--- src/rtl/rxd_pkg.sv ---
package rxd_pkg;

    localparam logic [1:0] REG_CTRL = 2'd0;
    localparam logic [1:0] REG_BASE = 2'd1;
    localparam logic [1:0] REG_STAT = 2'd2;
    localparam logic [1:0] REG_POLL = 2'd3;

    localparam logic [1:0] ST_STOPPED   = 2'd0;
    localparam logic [1:0] ST_RUNNING   = 2'd1;
    localparam logic [1:0] ST_SUSPENDED = 2'd2;

    localparam int OWN_POS   = 31;
    localparam int RING_POS  = 30;
    localparam int ERR_POS   = 15;
    localparam int NOBUF_POS = 7;
    localparam int RUN_POS   = 0;

    typedef enum logic [2:0] {
        E_IDLE   = 3'd0,
        E_RD_CTL = 3'd1,
        E_RD_LEN = 3'd2,
        E_RD_BUF = 3'd3,
        E_WAIT   = 3'd4,
        E_WB     = 3'd5,
        E_SUSP   = 3'd6
    } eng_state_e;

endpackage

--- src/rtl/rxd_csr.sv ---
module rxd_csr
    import rxd_pkg::*;
#(
    parameter int ADDR_W = 16
) (
    input  logic              clk,
    input  logic              rst_n,
    input  logic              csr_wr,
    input  logic [1:0]        csr_addr,
    input  logic [31:0]       csr_wdata,
    input  logic [1:0]        run_state,
    input  logic              nobuf_set,
    output logic [31:0]       csr_rdata,
    output logic              run_en,
    output logic [ADDR_W-1:0] list_base,
    output logic              start_cmd,
    output logic              poll_cmd,
    output logic              base_wr,
    output logic              nobuf_flag
);

    typedef struct packed {
        logic              run;
        logic [ADDR_W-1:0] base;
        logic              nobuf;
    } csr_t;

    csr_t q, d;
    logic wr_ctrl, wr_stat;

    always_comb begin
        wr_ctrl   = csr_wr && (csr_addr == REG_CTRL);
        wr_stat   = csr_wr && (csr_addr == REG_STAT);
        base_wr   = csr_wr && (csr_addr == REG_BASE);
        poll_cmd  = csr_wr && (csr_addr == REG_POLL);
        start_cmd = wr_ctrl && csr_wdata[RUN_POS];

        d = q;
        if (wr_ctrl) d.run = csr_wdata[RUN_POS];
        if (base_wr) d.base = csr_wdata[ADDR_W-1:0];
        if (wr_stat && csr_wdata[NOBUF_POS]) d.nobuf = 1'b0;
        // a fresh detection outranks a simultaneous clear
        if (nobuf_set) d.nobuf = 1'b1;
    end

    always_ff @(posedge clk) begin
        if (!rst_n) q <= '0;
        else        q <= d;
    end

    always_comb begin
        csr_rdata = '0;
        case (csr_addr)
            REG_CTRL: csr_rdata[RUN_POS] = q.run;
            REG_BASE: csr_rdata[ADDR_W-1:0] = q.base;
            REG_STAT: begin
                csr_rdata[NOBUF_POS] = q.nobuf;
                csr_rdata[1:0]       = run_state;
            end
            default:  csr_rdata = '0;
        endcase
    end

    assign run_en     = q.run;
    assign list_base  = q.base;
    assign nobuf_flag = q.nobuf;

endmodule

--- src/rtl/rxd_engine.sv ---
module rxd_engine
    import rxd_pkg::*;
#(
    parameter int ADDR_W     = 16,
    parameter int LEN_W      = 14,
    parameter int DESC_BYTES = 16
) (
    input  logic              clk,
    input  logic              rst_n,
    input  logic              run_en,
    input  logic              start_cmd,
    input  logic              poll_cmd,
    input  logic              base_wr,
    input  logic [ADDR_W-1:0] base_wdata,
    input  logic [ADDR_W-1:0] list_base,
    input  logic [31:0]       mem_rdata,
    input  logic              mem_ack,
    input  logic              frame_done,
    input  logic [LEN_W-1:0]  frame_len,
    input  logic              frame_err,
    output logic              mem_req,
    output logic              mem_we,
    output logic [ADDR_W-1:0] mem_addr,
    output logic [31:0]       mem_wdata,
    output logic              buf_valid,
    output logic [ADDR_W-1:0] buf_addr,
    output logic [LEN_W-1:0]  buf_len,
    output logic              nobuf_set,
    output logic [1:0]        run_state
);

    localparam int WORD_BYTES = 4;
    localparam logic [ADDR_W-1:0] OFF_LEN = ADDR_W'(WORD_BYTES);
    localparam logic [ADDR_W-1:0] OFF_BUF = ADDR_W'(2 * WORD_BYTES);
    localparam logic [ADDR_W-1:0] STEP    = ADDR_W'(DESC_BYTES);

    typedef struct packed {
        eng_state_e        st;
        logic [ADDR_W-1:0] ptr;
        logic              ring;
        logic [LEN_W-1:0]  blen;
        logic [ADDR_W-1:0] baddr;
        logic [LEN_W-1:0]  flen;
        logic              ferr;
    } eng_t;

    eng_t q, d;

    always_comb begin
        d         = q;
        mem_req   = 1'b0;
        mem_we    = 1'b0;
        mem_addr  = q.ptr;
        mem_wdata = '0;
        nobuf_set = 1'b0;
        case (q.st)
            E_IDLE: begin
                if (base_wr)   d.ptr = base_wdata;
                if (start_cmd) d.st  = E_RD_CTL;
            end
            E_RD_CTL: begin
                mem_req = 1'b1;
                if (mem_ack) begin
                    if (mem_rdata[OWN_POS]) begin
                        d.ring = mem_rdata[RING_POS];
                        d.st   = E_RD_LEN;
                    end else begin
                        nobuf_set = 1'b1;
                        d.st      = E_SUSP;
                    end
                end
            end
            E_RD_LEN: begin
                mem_req  = 1'b1;
                mem_addr = q.ptr + OFF_LEN;
                if (mem_ack) begin
                    d.blen = mem_rdata[LEN_W-1:0];
                    d.st   = E_RD_BUF;
                end
            end
            E_RD_BUF: begin
                mem_req  = 1'b1;
                mem_addr = q.ptr + OFF_BUF;
                if (mem_ack) begin
                    d.baddr = mem_rdata[ADDR_W-1:0];
                    d.st    = E_WAIT;
                end
            end
            E_WAIT: begin
                if (frame_done) begin
                    d.flen = frame_len;
                    d.ferr = frame_err;
                    d.st   = E_WB;
                end
            end
            E_WB: begin
                mem_req               = 1'b1;
                mem_we                = 1'b1;
                mem_wdata[RING_POS]   = q.ring;
                mem_wdata[ERR_POS]    = q.ferr;
                mem_wdata[LEN_W-1:0]  = q.flen;
                if (mem_ack) begin
                    d.ptr = q.ring ? list_base : q.ptr + STEP;
                    d.st  = run_en ? E_RD_CTL : E_IDLE;
                end
            end
            E_SUSP: begin
                if (!run_en)       d.st = E_IDLE;
                else if (poll_cmd) d.st = E_RD_CTL;
            end
            default: d.st = E_IDLE;
        endcase
    end

    always_ff @(posedge clk) begin
        if (!rst_n) q <= '0;
        else        q <= d;
    end

    always_comb begin
        buf_valid = (q.st == E_WAIT);
        buf_addr  = q.baddr;
        buf_len   = q.blen;
        case (q.st)
            E_IDLE:  run_state = ST_STOPPED;
            E_SUSP:  run_state = ST_SUSPENDED;
            default: run_state = ST_RUNNING;
        endcase
    end

endmodule

--- src/rtl/rx_desc_ctrl.sv ---
module rx_desc_ctrl
    import rxd_pkg::*;
#(
    parameter int ADDR_W     = 16,
    parameter int LEN_W      = 14,
    parameter int DESC_BYTES = 16
) (
    input  logic              clk,
    input  logic              rst_n,
    input  logic              csr_wr,
    input  logic [1:0]        csr_addr,
    input  logic [31:0]       csr_wdata,
    output logic [31:0]       csr_rdata,
    output logic              mem_req,
    output logic              mem_we,
    output logic [ADDR_W-1:0] mem_addr,
    output logic [31:0]       mem_wdata,
    input  logic [31:0]       mem_rdata,
    input  logic              mem_ack,
    output logic              buf_valid,
    output logic [ADDR_W-1:0] buf_addr,
    output logic [LEN_W-1:0]  buf_len,
    input  logic              frame_done,
    input  logic [LEN_W-1:0]  frame_len,
    input  logic              frame_err
);

    logic              run_en_w, start_w, poll_w, base_wr_w, nobuf_set_w, nobuf_w;
    logic [ADDR_W-1:0] base_w;
    logic [1:0]        run_state_w;

    rxd_csr #(.ADDR_W(ADDR_W)) u_csr (
        .clk        (clk),
        .rst_n      (rst_n),
        .csr_wr     (csr_wr),
        .csr_addr   (csr_addr),
        .csr_wdata  (csr_wdata),
        .run_state  (run_state_w),
        .nobuf_set  (nobuf_set_w),
        .csr_rdata  (csr_rdata),
        .run_en     (run_en_w),
        .list_base  (base_w),
        .start_cmd  (start_w),
        .poll_cmd   (poll_w),
        .base_wr    (base_wr_w),
        .nobuf_flag (nobuf_w)
    );

    rxd_engine #(.ADDR_W(ADDR_W), .LEN_W(LEN_W), .DESC_BYTES(DESC_BYTES)) u_eng (
        .clk        (clk),
        .rst_n      (rst_n),
        .run_en     (run_en_w),
        .start_cmd  (start_w),
        .poll_cmd   (poll_w),
        .base_wr    (base_wr_w),
        .base_wdata (csr_wdata[ADDR_W-1:0]),
        .list_base  (base_w),
        .mem_rdata  (mem_rdata),
        .mem_ack    (mem_ack),
        .frame_done (frame_done),
        .frame_len  (frame_len),
        .frame_err  (frame_err),
        .mem_req    (mem_req),
        .mem_we     (mem_we),
        .mem_addr   (mem_addr),
        .mem_wdata  (mem_wdata),
        .buf_valid  (buf_valid),
        .buf_addr   (buf_addr),
        .buf_len    (buf_len),
        .nobuf_set  (nobuf_set_w),
        .run_state  (run_state_w)
    );

endmodule

--- config.mk ---
export PLATFORM = sky130hd
export DESIGN_NAME = rx_desc_ctrl
export DESIGN_NICKNAME = d
export VERILOG_FILES = /design/src/rtl/rxd_pkg.sv /design/src/rtl/rxd_csr.sv /design/src/rtl/rxd_engine.sv /design/src/rtl/rx_desc_ctrl.sv
export SDC_FILE = /design/constraint.sdc
export NUM_CORES = 1
export LEC_CHECK = 0
export ABC_AREA = 1
export BUFFER_PORTS_ARGS = -buffer_cell sky130_fd_sc_hd__buf_2
export CAP_MARGIN = 5
export CORE_MARGIN = 5
export CORE_UTILIZATION = 40
export DETAILED_ROUTE_END_ITERATION = 10
export PLACE_DENSITY = 0.76
export SYNTH_ARGS = -nofsm -noshare
export SYNTH_HDL_FRONTEND = slang
export SYNTH_HIERARCHICAL = 1
export SYNTH_SLANG_ARGS = --single-unit
export TNS_END_PERCENT = 50
--- constraint.sdc ---
create_clock -name clk -period 2.55 [get_ports clk]
set_input_delay 0 -clock clk [delete_from_list [all_inputs] [get_ports clk]]
set_output_delay 0 -clock clk [all_outputs]
set_load 0.03 [all_outputs]
==> results.env, run 1 <==
SLEW-LIMIT-HEADROOM_PCT=49.45
MAX_SLEW.WORST_PIN.SLEW_PS=756.4
NUM-NETS-FINAL=948
NETLIST_INSTANCES=714
AREAL_POWER_DENSITY_OVER_THE_CELLS_mW_PER_MM2=767.8
ROUTED-VIA-COUNT=4898
SYN_AREA_PER_CELL_UM2=6.743
MAX_CLOCK_FREQ_MHz=436.4
WORSTSETUPSTARTPOINT='u_eng/q[50]'
CTS_BUFFERS=9
WORST_SETUP_PATH_END_KIND='primary output'
REG2REGPATHDEPTH=5
FINALCRITPERIODSHARE_PCT=89.85
WORSTREG2REGEND='u_eng/q[4]'
SYNTH_ASYNC_SR_FLOP_SHARE_PCT=0
YS_SEQ_ELEMENTS=83
CTS_HTREE_LEVELS=3
HOLD_VIOL_FINAL=0
REPORT.FINAL.SLEW_VIOL_COUNT=0
IO_PINS=199
DRT_ITER0_MARKERS=383
PIN_COUNT_OF_THE_BIGGEST_NET_ENTERING_GLOBAL_ROUTING=38
DIE-WIDTH_UM=119.7
SYN_AREA_MM2=0.004815
FIN_CRIT_PS=2291
HOLD_PATH_CLASS='in2reg'
DRT-WIRELENGTH-PER-CELL_UM=13.49
SYNTH.TOP_CELLS.BY_AREA='sky130_fd_sc_hd__dfxtp_1 35%, sky130_fd_sc_hd__buf_4 10%, sky130_fd_sc_hd__nand2_1 10%'
FIN_TNS_SETUP_PS=0
CELLLEAKAGEPOWER_nW=2.910
WORST-ENDPOINT-ARRIVAL_PS=2290
GRT_PASS1_WL_UM=21400
GP_CONGESTION=0.8169
FP.DIEH_UM=119.7
ROUTED_VIA_DENSITY=4.874
GRT.OVERFLOW.TOTAL=0
ANT_NETS=0
CLK_LATENCY_PS=340
POST-ROUTE-CELL-AREA_MM2=0.006011
OUTCOME='finished, final reports clean'
CTS_ROOT_BUF='sky130_fd_sc_hd__clkbuf_16'
FILLERINSTANCES=1207
CTS.REPORTEDPATHS.CLKPINSLEW_PS=70
INITIAL_UTILIZATION_PCT=40.42
POST-SYNTH-TOP-AREA-FRACTION_PCT=34.51
DESIGN.DIE.AREA_MM2=0.01433
LAUNCH_POINT_OF_THE_WORST_REG_TO_REG_PATH='u_eng/q[64]'
CTS.SINKS=83
PLACEMENT.CELL_AREA_MM2=0.005190
ANTENNA_CELLS_INSERTED=0
DETAILED_PLACE_HPWL_UM=9107
UNREPAIRED_SETUP_ENDPOINTS_AFTER_GLOBAL_ROUTING='false'
GRTUSAGETOTAL_PCT=18.34
GRT_ANTENNA_BEFORE_REPAIR=0
DETAIL_ROUTE.FIRST_PASS.ITERATIONS=5
PRE_CTS_WS_PS=646.0
PORT_BUFFERS=136
SEQUENTIAL_CELL_AREA_MM2=0.001662
FIRST_GLOBAL_VIAS=4417
CORE_REGION_MM2=0.01191
POST-SYNTH-TOP-AREA-CELL='sky130_fd_sc_hd__dfxtp_1'
SETUP_VIOL_COUNT_FINAL=0
POST_SYNTH_MOST_FREQUENT_CELLS='130 x sky130_fd_sc_hd__nand2_1, 105 x sky130_fd_sc_hd__nor2_1, 83 x sky130_fd_sc_hd__dfxtp_1, 68 x sky130_fd_sc_hd__inv_1, 66 x sky130_fd_sc_hd__buf_4'
DRIVE_GT1_SHARE_PCT=20.63
CRITICAL_PATH_PEAK_FANOUT=10
TIMING.MAX_CAP.VIOLATIONS=0
DETAIL_ROUTE.WIRELENGTH_UM=13560
SYNTH_ENABLE_FLOP_CELLS=0
TIMING_WORST_SETUP_PATH_TYPE='reg2out'
DATA_REQUIRED_TIME_OF_THE_WORST_PATH_PS=2550
LAYOUT_SETUP_WS_PS=258.7
AREAGROWTHSYNTHTOFINISH_PCT=24.84
HOLD_WS_PS=31.71
COMBINED_AREA_OF_THE_MULTI_INPUT_LOGIC_CELLS_MM2=0.002344
ROUTE.DETAILED.DRC=0
FF2FF_SETUP_SLACK_PS=680
CRITPATHCAPTURE='mem_addr[12]'
YOSYS_WARNINGS=6
SYNTH_FF_TYPE='sky130_fd_sc_hd__dfxtp_1'
ROW_COUNT=40
CTS_BUFFER_DEPTH=2
CP-START-KIND='register'
TRITONCTS='yes'
VDD_DROP_MAX_V=0.0003671
SKEW_PS=8.973
SYNTHMOSTINSTANTIATEDCELL='sky130_fd_sc_hd__nand2_1'
SYNTH_CELL_TYPES=35
YOSYSSEQAREASHARE_PCT=34.51
[metal layers]
layer	global-route usage [%]	up-vias	share of wire [%]
li1	-	2456	-
met1	23.23	2199	43
met2	29.77	204	47
met3	3.016	39	5.9
met4	9.950	0	3.9
met5	0	-	0
[placed cells by master, fill, tap and decap left out, types with 2 or more instances in the layout]
cell / instances
sky130_fd_sc_hd__o21ai_1: 16
sky130_fd_sc_hd__nand2_4: 3
sky130_fd_sc_hd__inv_2: 3
sky130_fd_sc_hd__nor3_1: 4
sky130_fd_sc_hd__nor2_4: 2
sky130_fd_sc_hd__dfxtp_1: 83
sky130_fd_sc_hd__nand2_1: 130
sky130_fd_sc_hd__buf_2: 136
sky130_fd_sc_hd__xnor2_1: 3
sky130_fd_sc_hd__inv_1: 68
sky130_fd_sc_hd__xor2_1: 6
sky130_fd_sc_hd__or2_2: 2
sky130_fd_sc_hd__o211ai_1: 3
sky130_fd_sc_hd__nor2_1: 105
sky130_fd_sc_hd__nand3_1: 43
sky130_fd_sc_hd__o22ai_1: 2
sky130_fd_sc_hd__buf_4: 6
sky130_fd_sc_hd__clkbuf_16: 9
sky130_fd_sc_hd__conb_1: 32
sky130_fd_sc_hd__o21ai_0: 59
sky130_fd_sc_hd__nand4_1: 4
sky130_fd_sc_hd__a21oi_1: 57
sky130_fd_sc_hd__ha_1: 9
sky130_fd_sc_hd__o21a_1: 3
sky130_fd_sc_hd__bufinv_16: 2
sky130_fd_sc_hd__nand2_2: 3
sky130_fd_sc_hd__inv_6: 4
sky130_fd_sc_hd__nor2_2: 3
sky130_fd_sc_hd__dlygate4sd3_1: 49
sky130_fd_sc_hd__a31oi_1: 2
[cell families after synthesis]
group / after synthesis / share of synthesized area, %
compound gates: 143 / 15.36
xor+xnor: 9 / 1.637
fa+ha+maj: 9 / 2.339
buf+inv: 165 / 19.15
flops: 83 / 34.51
other cells: 2 / 0.1560
simple gates: 303 / 26.85
[what timing repair did]
action	in CTS	in global routing
hold buffers	49	0
endpoints found under the hold margin	68	0
resized for setup	0	0
setup buffers	0	0
[worst min path at each step]
stage | start | endpoint | slack [ps] | cells after the start
5_1_grt | csr_wr | u_csr/nobuf_flag | 70 | 4
6_report | csr_wr | u_csr/run_en | 30 | 4
3_5_place_dp | csr_wdata[15] | u_csr/list_base[15] | 260 | 3
2_1_floorplan | rst_n | u_csr/nobuf_flag | 130 | 2
4_1_cts | csr_wr | u_csr/run_en | 8 | 4
3_3_place_gp | csr_wdata[15] | u_csr/list_base[15] | 260 | 3
[where the power goes]
part,leakage (nW),internal [mW],switching (mW),total (mW)
Combinational,2.08,0.470,1.09,1.56
Clock,0.159,0.875,0.574,1.45
Sequential,0.675,1.46,0.141,1.61
[flip-flops by register name (all words and copies together) (netlist names)]
signal and count:
u_eng/buf_addr 16, u_csr/run_en 1, u_csr/nobuf_flag 1, u_eng/q 35, u_csr/list_base 16, u_eng/buf_len 14
[critical path: stages, from the launching register on]
cell and delay [ps]:
sky130_fd_sc_hd__dfxtp_1 590, sky130_fd_sc_hd__ha_1 400, sky130_fd_sc_hd__nand3_1 160, sky130_fd_sc_hd__nor2_1 270, sky130_fd_sc_hd__nand2_1 80, sky130_fd_sc_hd__nand2_1 80
sky130_fd_sc_hd__nand2_1 50, sky130_fd_sc_hd__a21oi_1 110, sky130_fd_sc_hd__buf_2 210
[layout make-up]
class | instances | share of cell area [%]
timing repair buffer | 191 | 20.23
inverter | 72 | 4.580
tap | 147 | 3.060
clock inverter | 7 | 1.749
clock buffer | 9 | 3.747
multi-input combinational | 496 | 38.99
sequential | 83 | 27.64
[per-stage QoR]
step	util, %	total power, mW	instances
2_1_floorplan	-	2.842	744
4_1_cts	50.46	4.648	1005
3_5_place_dp	43.57	3.119	940
3_3_place_gp	43.57	3.100	940
5_1_grt	50.46	4.895	1005
6_report	50.46	4.615	1005
Note: power is estimated with default switching activity, not from simulation.
==> inputs of run 2 (changes only) <==
--- a/config.mk
+++ b/config.mk
@@ -5,8 +5,7 @@
 export SDC_FILE = /design/constraint.sdc
 export NUM_CORES = 1
 export LEC_CHECK = 0
-export ABC_AREA = 1
-export BUFFER_PORTS_ARGS = -buffer_cell sky130_fd_sc_hd__buf_2
+export BUFFER_PORTS_ARGS = -buffer_cell sky130_fd_sc_hd__buf_4
 export CAP_MARGIN = 5
 export CORE_MARGIN = 5
 export CORE_UTILIZATION = 40
==> run 2 against run 1 <==
  * First-iteration DRC count fell by 23%
  * Critical path type unchanged
  * Hold slack worse by 16 ps
  * Die area up 6.2%
  * Global-route usage grew 0.092 points
  * Worst setup slack better by 100 ps
  * Cell area is 9.6% higher
==> results.env, run 2 <==
OUTCOME='finished, final reports clean'  # unchanged
TRITONCTS='yes'  # unchanged
GRT_ANTENNA_BEFORE_REPAIR=0  # unchanged
SYNTH_CELL_TYPES=64  # was 35
ROUTED_VIA_DENSITY=4.912  # was 4.874
FINALCRITPERIODSHARE_PCT=85.85  # was 89.85%
WORST_PATH_MOST_REPEATED_CELL='sky130_fd_sc_hd__buf_4'  # was sky130_fd_sc_hd__nand2_1
SYNTH_ASYNC_SR_FLOP_SHARE_PCT=0  # unchanged
CTS_SETUP_BUFFERS=0  # unchanged
POST_SYNTH_MOST_FREQUENT_CELLS='117 x sky130_fd_sc_hd__nand2_1, 83 x sky130_fd_sc_hd__dfxtp_1, 72 x sky130_fd_sc_hd__buf_4, 42 x sky130_fd_sc_hd__a21boi_0, 33 x sky130_fd_sc_hd__and2_1'  # was 130 x sky130_fd_sc_hd__nand2_1, 105 x sky130_fd_sc_hd__nor2_1, 83 x sky130_fd_sc_hd__dfxtp_1, 68 x sky130_fd_sc_hd__inv_1, 66 x sky130_fd_sc_hd__buf_4
ROUTED-VIA-COUNT=4583  # was 4898
MAX_STAGE_DELAY_PS=710  # was 590 ps
CPMAXSTAGEDELAYCELL='sky130_fd_sc_hd__dfxtp_1'  # unchanged
CTS_HTREE_LEVELS=3  # unchanged
MAX_SLEW.WORST_PIN.SLEW_PS=613.3  # was 756.4 ps
FP.DIEH_UM=123.4  # was 119.7 µm
CTS_BUFFER_DEPTH=2  # unchanged
DRT_ITER0_MARKERS=296  # was 383
YOSYSSEQAREASHARE_PCT=32.31  # was 34.51%
GRT_PASS1_WL_UM=22010  # was 21400 µm
DRT-WIRELENGTH-PER-CELL_UM=15.12  # was 13.49 µm
SYNTH_ENABLE_FLOP_CELLS=0  # unchanged
SYNTH.TOP_CELLS.BY_AREA='sky130_fd_sc_hd__dfxtp_1 32%, sky130_fd_sc_hd__buf_4 11%, sky130_fd_sc_hd__nand2_1 8.5%'  # was sky130_fd_sc_hd__dfxtp_1 35%, sky130_fd_sc_hd__buf_4 10%, sky130_fd_sc_hd__nand2_1 10%
NUMPLACEDINSTANCES=873  # was 940
CTS.REPORTEDPATHS.CLKPINSLEW_PS=70  # about the same
MAX_CLOCK_FREQ_MHz=456.8  # was 436.4 MHz
AREAGROWTHSYNTHTOFINISH_PCT=28.10  # was 24.84%
VDD_DROP_MAX_V=0.0003637  # was 0.0003671 V
LARGEST_REGISTER_FFS=35  # unchanged
MOST-COMMON-LAYOUT-CELLS='147 x sky130_fd_sc_hd__buf_4, 117 x sky130_fd_sc_hd__nand2_1, 81 x sky130_fd_sc_hd__dfxtp_1, 44 x sky130_fd_sc_hd__dlygate4sd3_1, 42 x sky130_fd_sc_hd__a21boi_0'  # was 136 x sky130_fd_sc_hd__buf_2, 130 x sky130_fd_sc_hd__nand2_1, 105 x sky130_fd_sc_hd__nor2_1, 83 x sky130_fd_sc_hd__dfxtp_1, 68 x sky130_fd_sc_hd__inv_1
DETAILED_PLACE_HPWL_UM=9481  # was 9107 µm
AREAL_POWER_DENSITY_OVER_THE_CELLS_mW_PER_MM2=486.5  # was 767.8 mW/mm²
POST_LAYOUT_NONFILLER_INSTANCES=933  # was 1005
SETUP_VIOL_COUNT_FINAL=0  # unchanged
SEQUENTIAL_FRACTION_OF_DESIGN_POWER_PCT=42.6  # was 34.8%
NUM-NETS-FINAL=851  # was 948
CTS_ROOT_BUF='sky130_fd_sc_hd__clkbuf_16'  # unchanged
TIMING.MAX_CAP.VIOLATIONS=0  # unchanged
NETLIST_INSTANCES=636  # was 714
CTS_BUFFERS=9  # unchanged
SWSHARE_PCT=26.00  # was 39.11%
UNREPAIRED_SETUP_ENDPOINTS_AFTER_GLOBAL_ROUTING='false'  # unchanged
P_CLK_SHARE_PCT=43.8  # was 31.4%
ROW_COUNT=41  # was 40
HOLD_VIOL_FINAL=0  # unchanged
HOLD_WS_PS=15.83  # was 31.71 ps
LAYOUT.CELLS.MOST_COMMON='sky130_fd_sc_hd__buf_4'  # was sky130_fd_sc_hd__buf_2
CORE_REGION_MM2=0.01262  # was 0.01191 mm²
WORST-ENDPOINT-ARRIVAL_PS=2190  # was 2290 ps
FIN_TNS_SETUP_PS=0  # unchanged
DESIGN.DIE.AREA_MM2=0.01522  # was 0.01433 mm²
IO_PINS=199  # unchanged
DETAIL_ROUTE.WIRELENGTH_UM=14100  # was 13560 µm
COMB_POWER_SHARE_PCT=13.6  # was 33.8%
FIRST_GLOBAL_VIAS=4341  # was 4417
DATA_REQUIRED_TIME_OF_THE_WORST_PATH_PS=2550  # about the same
HOLD_PATH_CLASS='in2reg'  # unchanged
DETAIL_ROUTE.FIRST_PASS.ITERATIONS=5  # unchanged
GRT.OVERFLOW.TOTAL=0  # unchanged
DIE-WIDTH_UM=123.4  # was 119.7 µm
SYN_AREA_PER_CELL_UM2=8.086  # was 6.743 µm²
PIN_COUNT_OF_THE_BIGGEST_NET_ENTERING_GLOBAL_ROUTING=49  # was 38
NET_SWITCHING_POWER_uW=833.1  # was 1.805 mW
CLK_LATENCY_PS=350  # was 340 ps
TOP_REGISTER='u_eng/q'  # unchanged
WORSTPATHCELLLIST='nand3b_1, inv_1, buf_4, and2_1, buf_4'  # was ha_1, nand3_1, nor2_1, nand2_1, nand2_1, nand2_1, a21oi_1, buf_2
SYN_AREA_MM2=0.005142  # was 0.004815 mm²
CRITICAL_PATH_PEAK_FANOUT=20  # was 10
SYNTHMOSTINSTANTIATEDCELL='sky130_fd_sc_hd__nand2_1'  # unchanged
FIN_CRIT_PS=2189  # was 2291 ps
INITIAL_UTILIZATION_PCT=40.75  # was 40.42%
PRE_CTS_WS_PS=519.2  # was 646.0 ps
YOSYS_WARNINGS=6  # unchanged
ANT_NETS=0  # unchanged
INTERNAL_POWER_mW=2.372  # was 2.810 mW
REPORT.FINAL.SLEW_VIOL_COUNT=0  # unchanged
GP_CONGESTION=0.8306  # was 0.8169
TIMING_WORST_SETUP_PATH_TYPE='reg2out'  # unchanged
CP-START-KIND='register'  # unchanged
YS_SEQ_ELEMENTS=83  # unchanged
PORT_BUFFERS=136  # unchanged
SYNTH_FF_TYPE='sky130_fd_sc_hd__dfxtp_1'  # unchanged
POST-SYNTH-TOP-AREA-CELL='sky130_fd_sc_hd__dfxtp_1'  # unchanged
CTS.SINKS=83  # unchanged
SLEW-LIMIT-HEADROOM_PCT=59.06  # was 49.45%
GRTUSAGETOTAL_PCT=18.43  # was 18.34%
CELLLEAKAGEPOWER_nW=2.818  # was 2.910 nW
ROUTE.DETAILED.DRC=0  # unchanged
POST-SYNTH-TOP-AREA-FRACTION_PCT=32.31  # was 34.51%
WORST_SETUP_PATH_END_KIND='primary output'  # unchanged
SKEW_PS=8.683  # was 8.973 ps
LAYOUT_SETUP_WS_PS=360.9  # was 258.7 ps
DRIVE_GT1_SHARE_PCT=24.34  # was 20.63%
-- run 2: power by group through the flow --
stage          Sequential, mW  Clock (mW)  Combinational [mW]
6_report                 1.37        1.40               0.437
3_3_place_gp             1.39           0               0.377
2_1_floorplan            1.37           0               0.309
4_1_cts                  1.36        1.44               0.434
5_1_grt                  1.37        1.48               0.471
3_5_place_dp             1.39           0               0.379
-- run 2: cell families after synthesis --
kind of cell	count (synthesis)	synth area share (%)
mux	8	1.582
flops	83	32.31
fa+ha+maj	9	2.190
simple gates	238	23.70
xor+xnor	15	2.555
buf+inv	124	15.40
other cells	2	0.1460
compound gates	157	22.12
-- run 2: worst paths after layout --
| kind | start | slack [ps] | end | cells past startpoint |
|---|---|---|---|---|
| setup / recovery | u_eng/q[64] | 360 | mem_wdata[8] | 5 |
| hold / removal | csr_wdata[13] | 20 | u_csr/list_base[13] | 3 |
| setup reg to reg | u_eng/q[62] | 430 | u_csr/nobuf_flag | 5 |
| hold reg to reg | u_eng/buf_addr[4] | 450 | u_eng/buf_addr[4] | 2 |
-- run 2: area by class of cell --
cell class | count | area (µm²)
Clock buffer | 9 | 225.2
Sequential cell | 83 | 1664
Inverter | 12 | 45.04
Antenna cell | 1 | 2.502
Multi-Input combinational cell | 459 | 2801
Tap cell | 172 | 215.2
Timing Repair Buffer | 191 | 1544
Fill cell | 1219 | 6032
Clock inverter | 6 | 90.09
-- run 2: timing repair --
| item | 4_1_cts | 5_1_grt |
|---|---|---|
| hold buffers | 44 | 0 |
| setup endpoints to repair | 0 | 2 |
| hold endpoints to repair | 60 | 0 |
| gates resized for setup | 0 | 2 |
-- run 2: worst max-delay path, delay by kind of cell, from the launching register on --
kind	cells	cell delay (ps)
buffers and inverters	3	810
AND/OR/NAND/NOR	2	330
flip-flops	1	710
-- run 2: stage by stage --
step,total power [mW],cell area [µm²],util [%]
2_1_floorplan,1.677,5255,-
3_3_place_gp,1.769,5827,46.17
3_5_place_dp,1.771,5827,46.17
4_1_cts,3.240,6583,52.16
5_1_grt,3.318,6585,52.18
6_report,3.205,6588,52.20
-- run 2: routing by layer --
layer  part of all wire [%]  global-route usage, %  vias to the layer above  wire, µm
li1                       -                      -                     2301         -
met1                     43                  22.70                     2085      6010
met2                     49                  31.23                      174      6844
met3                    6.9                  4.392                       23       971
met4                    2.0                  6.782                        0       276
met5                      0                      0                        -         0
==> inputs of run 3 (changes only) <==
--- a/config.mk
+++ b/config.mk
@@ -10,9 +10,8 @@
 export CORE_MARGIN = 5
 export CORE_UTILIZATION = 40
 export DETAILED_ROUTE_END_ITERATION = 10
-export PLACE_DENSITY = 0.76
+export PLACE_DENSITY = 0.77
 export SYNTH_ARGS = -nofsm -noshare
 export SYNTH_HDL_FRONTEND = slang
-export SYNTH_HIERARCHICAL = 1
 export SYNTH_SLANG_ARGS = --single-unit
 export TNS_END_PERCENT = 50
==> run 3 against run 2 <==
  * Synthesized area is 9.6% lower
  * Clock-buffer cell count is 1 higher
  * Clock skew is 5.3 ps lower
  * Clock power hardly changed
  * Critical path depth is 2 higher
==> results.env, run 3 <==
YS_SEQ_ELEMENTS=83  # unchanged
SYN_AREA_PER_CELL_UM2=7.417  # was 8.086 µm²
OUTCOME='finished, final reports clean'  # unchanged
UNREPAIRED_SETUP_ENDPOINTS_AFTER_GLOBAL_ROUTING='false'  # unchanged
FIN_TNS_SETUP_PS=0  # unchanged
AREAL_POWER_DENSITY_OVER_THE_CELLS_mW_PER_MM2=657.2  # was 486.5 mW/mm²
TRITONCTS='yes'  # unchanged
WORSTPATHCELLLIST='nand2b_1, nor4_1, buf_4, nand3_1, nor2_1, mux2_2, buf_4'  # was nand3b_1, inv_1, buf_4, and2_1, buf_4
CLK_LATENCY_PS=330  # was 350 ps
CPMAXSTAGEDELAYCELL='sky130_fd_sc_hd__dfxtp_1'  # unchanged
TIMING.MAX_CAP.VIOLATIONS=0  # unchanged
FIN_CRIT_PS=2257  # was 2189 ps
WORST_HOLD_PATH.NUM_CELLS=4  # was 3
SWSHARE_PCT=33.05  # was 26.00%
YOSYS_WARNINGS=0  # was 6
AREAGROWTHSYNTHTOFINISH_PCT=34.46  # was 28.10%
ANTENNA_CELLS_INSERTED=0  # was 1
SETUP_VIOL_COUNT_FINAL=0  # unchanged
FINALCRITPERIODSHARE_PCT=88.50  # was 85.85%
WORST_SETUP_PATH_END_KIND='primary output'  # unchanged
FILLERINSTANCES=1042  # was 1219
PLACEMENT.CELL_AREA_MM2=0.005436  # was 0.005827 mm²
FIRST_GLOBAL_VIAS=4209  # was 4341
GRT.OVERFLOW.TOTAL=0  # unchanged
IO_PINS=199  # unchanged
CTS.REPORTEDPATHS.CLKPINSLEW_PS=60  # was 70 ps
GRT_UTIL_MET1_PCT=24.22  # was 22.70%
COMB_POWER_SHARE_PCT=28.8  # was 13.6%
CTS_BUFFER_DEPTH=2  # unchanged
DRT_ITER0_MARKERS=392  # was 296
GRT.MET3_USAGE_PCT=4.037  # was 4.392%
LAYOUT.CELLS.MOST_COMMON='sky130_fd_sc_hd__nand2_1'  # was sky130_fd_sc_hd__buf_4
FF2FF_SETUP_SLACK_PS=580  # was 430 ps
ROW_COUNT=39  # was 41
POST-SYNTH-TOP-AREA-CELL='sky130_fd_sc_hd__dfxtp_1'  # unchanged
COMBINED_AREA_OF_THE_MULTI_INPUT_LOGIC_CELLS_MM2=0.002401  # was 0.002801 mm²
SEQUENTIAL_FRACTION_OF_DESIGN_POWER_PCT=37.2  # was 42.6%
INITIAL_UTILIZATION_PCT=40.73  # was 40.75%
SKEW_PS=3.390  # was 8.683 ps
HOLDCRITSTARTPOINT='csr_wr'  # was csr_wdata[13]
DRT-WIRELENGTH-PER-CELL_UM=14.96  # was 15.12 µm
SYNTH.TOP_CELLS.BY_AREA='sky130_fd_sc_hd__dfxtp_1 36%, sky130_fd_sc_hd__nand2_1 12%, sky130_fd_sc_hd__buf_4 11%'  # was sky130_fd_sc_hd__dfxtp_1 32%, sky130_fd_sc_hd__buf_4 11%, sky130_fd_sc_hd__nand2_1 8.5%
CTS_ROOT_BUF='sky130_fd_sc_hd__clkbuf_16'  # unchanged
TOP_REGISTER='u_eng.q'  # was u_eng/q
REG2REGPATHDEPTH=6  # was 5
MAX_CLOCK_FREQ_MHz=443.1  # was 456.8 MHz
NETLIST_INSTANCES=627  # was 636
POST-SYNTH-TOP-AREA-FRACTION_PCT=35.73  # was 32.31%
DATA_REQUIRED_TIME_OF_THE_WORST_PATH_PS=2550  # about the same
GRT_ANTENNA_BEFORE_REPAIR=0  # unchanged
PATH_DELAY_FAMILY='simple AND/OR/NAND/NOR gates'  # was buffers and inverters
MAX_SLEW.WORST_PIN.SLEW_PS=642.9  # was 613.3 ps
CTS.SINKS=83  # unchanged
P_CLK_SHARE_PCT=33.9  # was 43.8%
SYNTHMOSTINSTANTIATEDCELL='sky130_fd_sc_hd__nand2_1'  # unchanged
CTS_HTREE_LEVELS=3  # unchanged
HOLD_END='u_csr.run_en'  # was u_csr/list_base[13]
VDD_DROP_MAX_V=0.0004456  # was 0.0003637 V
SYNTH_ENABLE_FLOP_CELLS=0  # unchanged
MOST-COMMON-LAYOUT-CELLS='153 x sky130_fd_sc_hd__nand2_1, 152 x sky130_fd_sc_hd__buf_4, 85 x sky130_fd_sc_hd__a21oi_1, 82 x sky130_fd_sc_hd__dfxtp_1, 50 x sky130_fd_sc_hd__dlygate4sd3_1'  # was 147 x sky130_fd_sc_hd__buf_4, 117 x sky130_fd_sc_hd__nand2_1, 81 x sky130_fd_sc_hd__dfxtp_1, 44 x sky130_fd_sc_hd__dlygate4sd3_1, 42 x sky130_fd_sc_hd__a21boi_0
GRT_PASS1_WL_UM=21420  # was 22010 µm
SYNTH_CELL_TYPES=52  # was 64
ROUTED_VIA_DENSITY=5.002  # was 4.912
CRITICAL_PATH_PEAK_FANOUT=8  # was 20
ROUTE.DETAILED.DRC=0  # unchanged
HOLD_PATH_CLASS='in2reg'  # unchanged
MET2_USAGE_PCT=29.28  # was 31.23%
WORST_PATH_MOST_REPEATED_CELL='sky130_fd_sc_hd__buf_4'  # unchanged
TIMING_WORST_SETUP_PATH_TYPE='reg2out'  # unchanged
TOP_USAGE_LAYER='met2'  # unchanged
LAUNCH_POINT_OF_THE_WORST_REG_TO_REG_PATH='u_eng.q[64]'  # was u_eng/q[62]
PIN_COUNT_OF_THE_BIGGEST_NET_ENTERING_GLOBAL_ROUTING=43  # was 49
WORSTREG2REGEND='u_eng.q[62]'  # was u_csr/nobuf_flag
DIE-WIDTH_UM=117.8  # was 123.4 µm
CELLLEAKAGEPOWER_nW=2.633  # was 2.818 nW
SEQUENTIAL_CELL_AREA_MM2=0.001663  # was 0.001664 mm²
SYNTH_ASYNC_SR_FLOP_SHARE_PCT=0  # unchanged
POST_SYNTH_MOST_FREQUENT_CELLS='153 x sky130_fd_sc_hd__nand2_1, 85 x sky130_fd_sc_hd__a21oi_1, 83 x sky130_fd_sc_hd__dfxtp_1, 66 x sky130_fd_sc_hd__buf_4, 31 x sky130_fd_sc_hd__clkbuf_1'  # was 117 x sky130_fd_sc_hd__nand2_1, 83 x sky130_fd_sc_hd__dfxtp_1, 72 x sky130_fd_sc_hd__buf_4, 42 x sky130_fd_sc_hd__a21boi_0, 33 x sky130_fd_sc_hd__and2_1
DETAIL_ROUTE.FIRST_PASS.ITERATIONS=5  # unchanged
CP_NUM_BUF_INV=2  # was 3
CTS_BUFFERS=9  # unchanged
CORE_REGION_MM2=0.01142  # was 0.01262 mm²
FP.DIEH_UM=117.8  # was 123.4 µm
DRIVE_GT1_SHARE_PCT=23.08  # was 24.34%
NET_SWITCHING_POWER_mW=1.358  # was 833.1 µW
INTERNAL_POWER_mW=2.752  # was 2.372 mW
MAX_STAGE_DELAY_PS=390  # was 710 ps
SYNTH_FF_TYPE='sky130_fd_sc_hd__dfxtp_1'  # unchanged
YOSYSSEQAREASHARE_PCT=35.73  # was 32.31%
SLEW-LIMIT-HEADROOM_PCT=57.08  # was 59.06%
LARGEST_REGISTER_FFS=35  # unchanged
DESIGN.DIE.AREA_MM2=0.01388  # was 0.01522 mm²
POST-ROUTE-CELL-AREA_MM2=0.006254  # was 0.006588 mm²
WORST-ENDPOINT-ARRIVAL_PS=2260  # was 2190 ps
PORT_BUFFERS=136  # unchanged
REPORT.FINAL.SLEW_VIOL_COUNT=0  # unchanged
GP_CONGESTION=0.9342  # was 0.8306
CP-START-KIND='register'  # unchanged
GRTUSAGETOTAL_PCT=18.61  # was 18.43%
ANT_NETS=0  # unchanged
HOLD_VIOL_FINAL=0  # unchanged
NUM-NETS-FINAL=858  # was 851
ROUTED-VIA-COUNT=4552  # was 4583
SYN_AREA_MM2=0.004651  # was 0.005142 mm²
DETAIL_ROUTE.WIRELENGTH_UM=13610  # was 14100 µm
DETAILED_PLACE_HPWL_UM=9249  # was 9481 µm
[run 3: cell types whose count changed after synthesis, sizes merged, moves of 5 or more]
cell	delta
a21boi	-66
a21oi	+69
a22oi	+5
and3	-16
buf	-15
clkbuf	+11
nand2	+35
nor2	+13
o211a	-5
o21a	-19
[run 3: repair_timing]
| item | CTS | global route |
|---|---|---|
| endpoints found under the hold margin | 77 | 0 |
| resized for setup | 0 | 1 |
| hold buffers | 50 | 0 |
| setup buffers | 0 | 0 |
| setup endpoints to repair | 0 | 1 |
[run 3: metrics by stage]
step	cells	util, %	hold slack (ps)	worst slack [ps]	power, mW
6_report	910	54.77	46.28	293.3	4.110
5_1_grt	910	54.77	83.92	65.58	4.303
4_1_cts	910	54.76	33.80	216.2	4.119
3_5_place_dp	846	47.61	255.8	572.0	2.664
3_3_place_gp	846	47.61	244.2	598.8	2.656
2_1_floorplan	658	-	136.0	720.5	2.376
[run 3: worst reg2reg max path: cells and delay by family (launching register included)]
kind	cells	cell delay (ps)
flops	1	390
buf+inv	1	210
compound gates	2	430
simple gates	3	850
[run 3: worst max-delay path by stage]
stage / end / start / depth (start not counted) / slack [ps]
final: mem_addr[13] / u_eng.q[64] / 7 / 290
after global routing: mem_addr[13] / u_eng.q[64] / 7 / 70
after CTS: mem_addr[13] / u_eng.q[62] / 7 / 220
after detailed placement: mem_addr[13] / u_eng.q[62] / 7 / 570
after global placement: u_eng.q[62] / u_eng.q[64] / 6 / 600
after floorplan: u_eng.q[10] / u_eng.q[64] / 7 / 720
[run 3: power by group through the flow]
stage	registers [mW]	clock network [mW]	logic [mW]
6_report	1.53	1.40	1.18
5_1_grt	1.55	1.46	1.29
4_1_cts	1.52	1.42	1.18
3_5_place_dp	1.55	0	1.11
3_3_place_gp	1.55	0	1.10
2_1_floorplan	1.47	0	0.906
[run 3: final cells by class]
type	instances	area share [%]
repair buffers	203	26.57
inverters	9	0.5402
clock inverters	4	1.220
flip-flops and latches	83	26.59
well taps	143	2.861
clock buffers	10	3.822
multi-input cells	458	38.40
[run 3: cells by family (layout without fill, tap and decap cells)]
kind of cell | after synthesis | after routing | synth area share [%]
muxes | 5 | 5 | 1.103
other | 1 | 32 | 0.08063
buffers and inverters | 117 | 226 | 15.15
xor gates and xnor gates | 17 | 17 | 3.201
AOI/OAI and AO/OA | 131 | 131 | 16.01
DFF | 83 | 83 | 35.73
adders and majority gates | 8 | 8 | 2.152
and+or+nand+nor | 265 | 265 | 26.58
[run 3: per-layer routing]
metal  routed length, µm  up-vias  share of wire, %
met5                   0        -                 0
met4                 466        0               3.4
met3                 835       36               6.1
met2                6402      196                47
met1                5906     2053                43
li1                    -     2267                 -
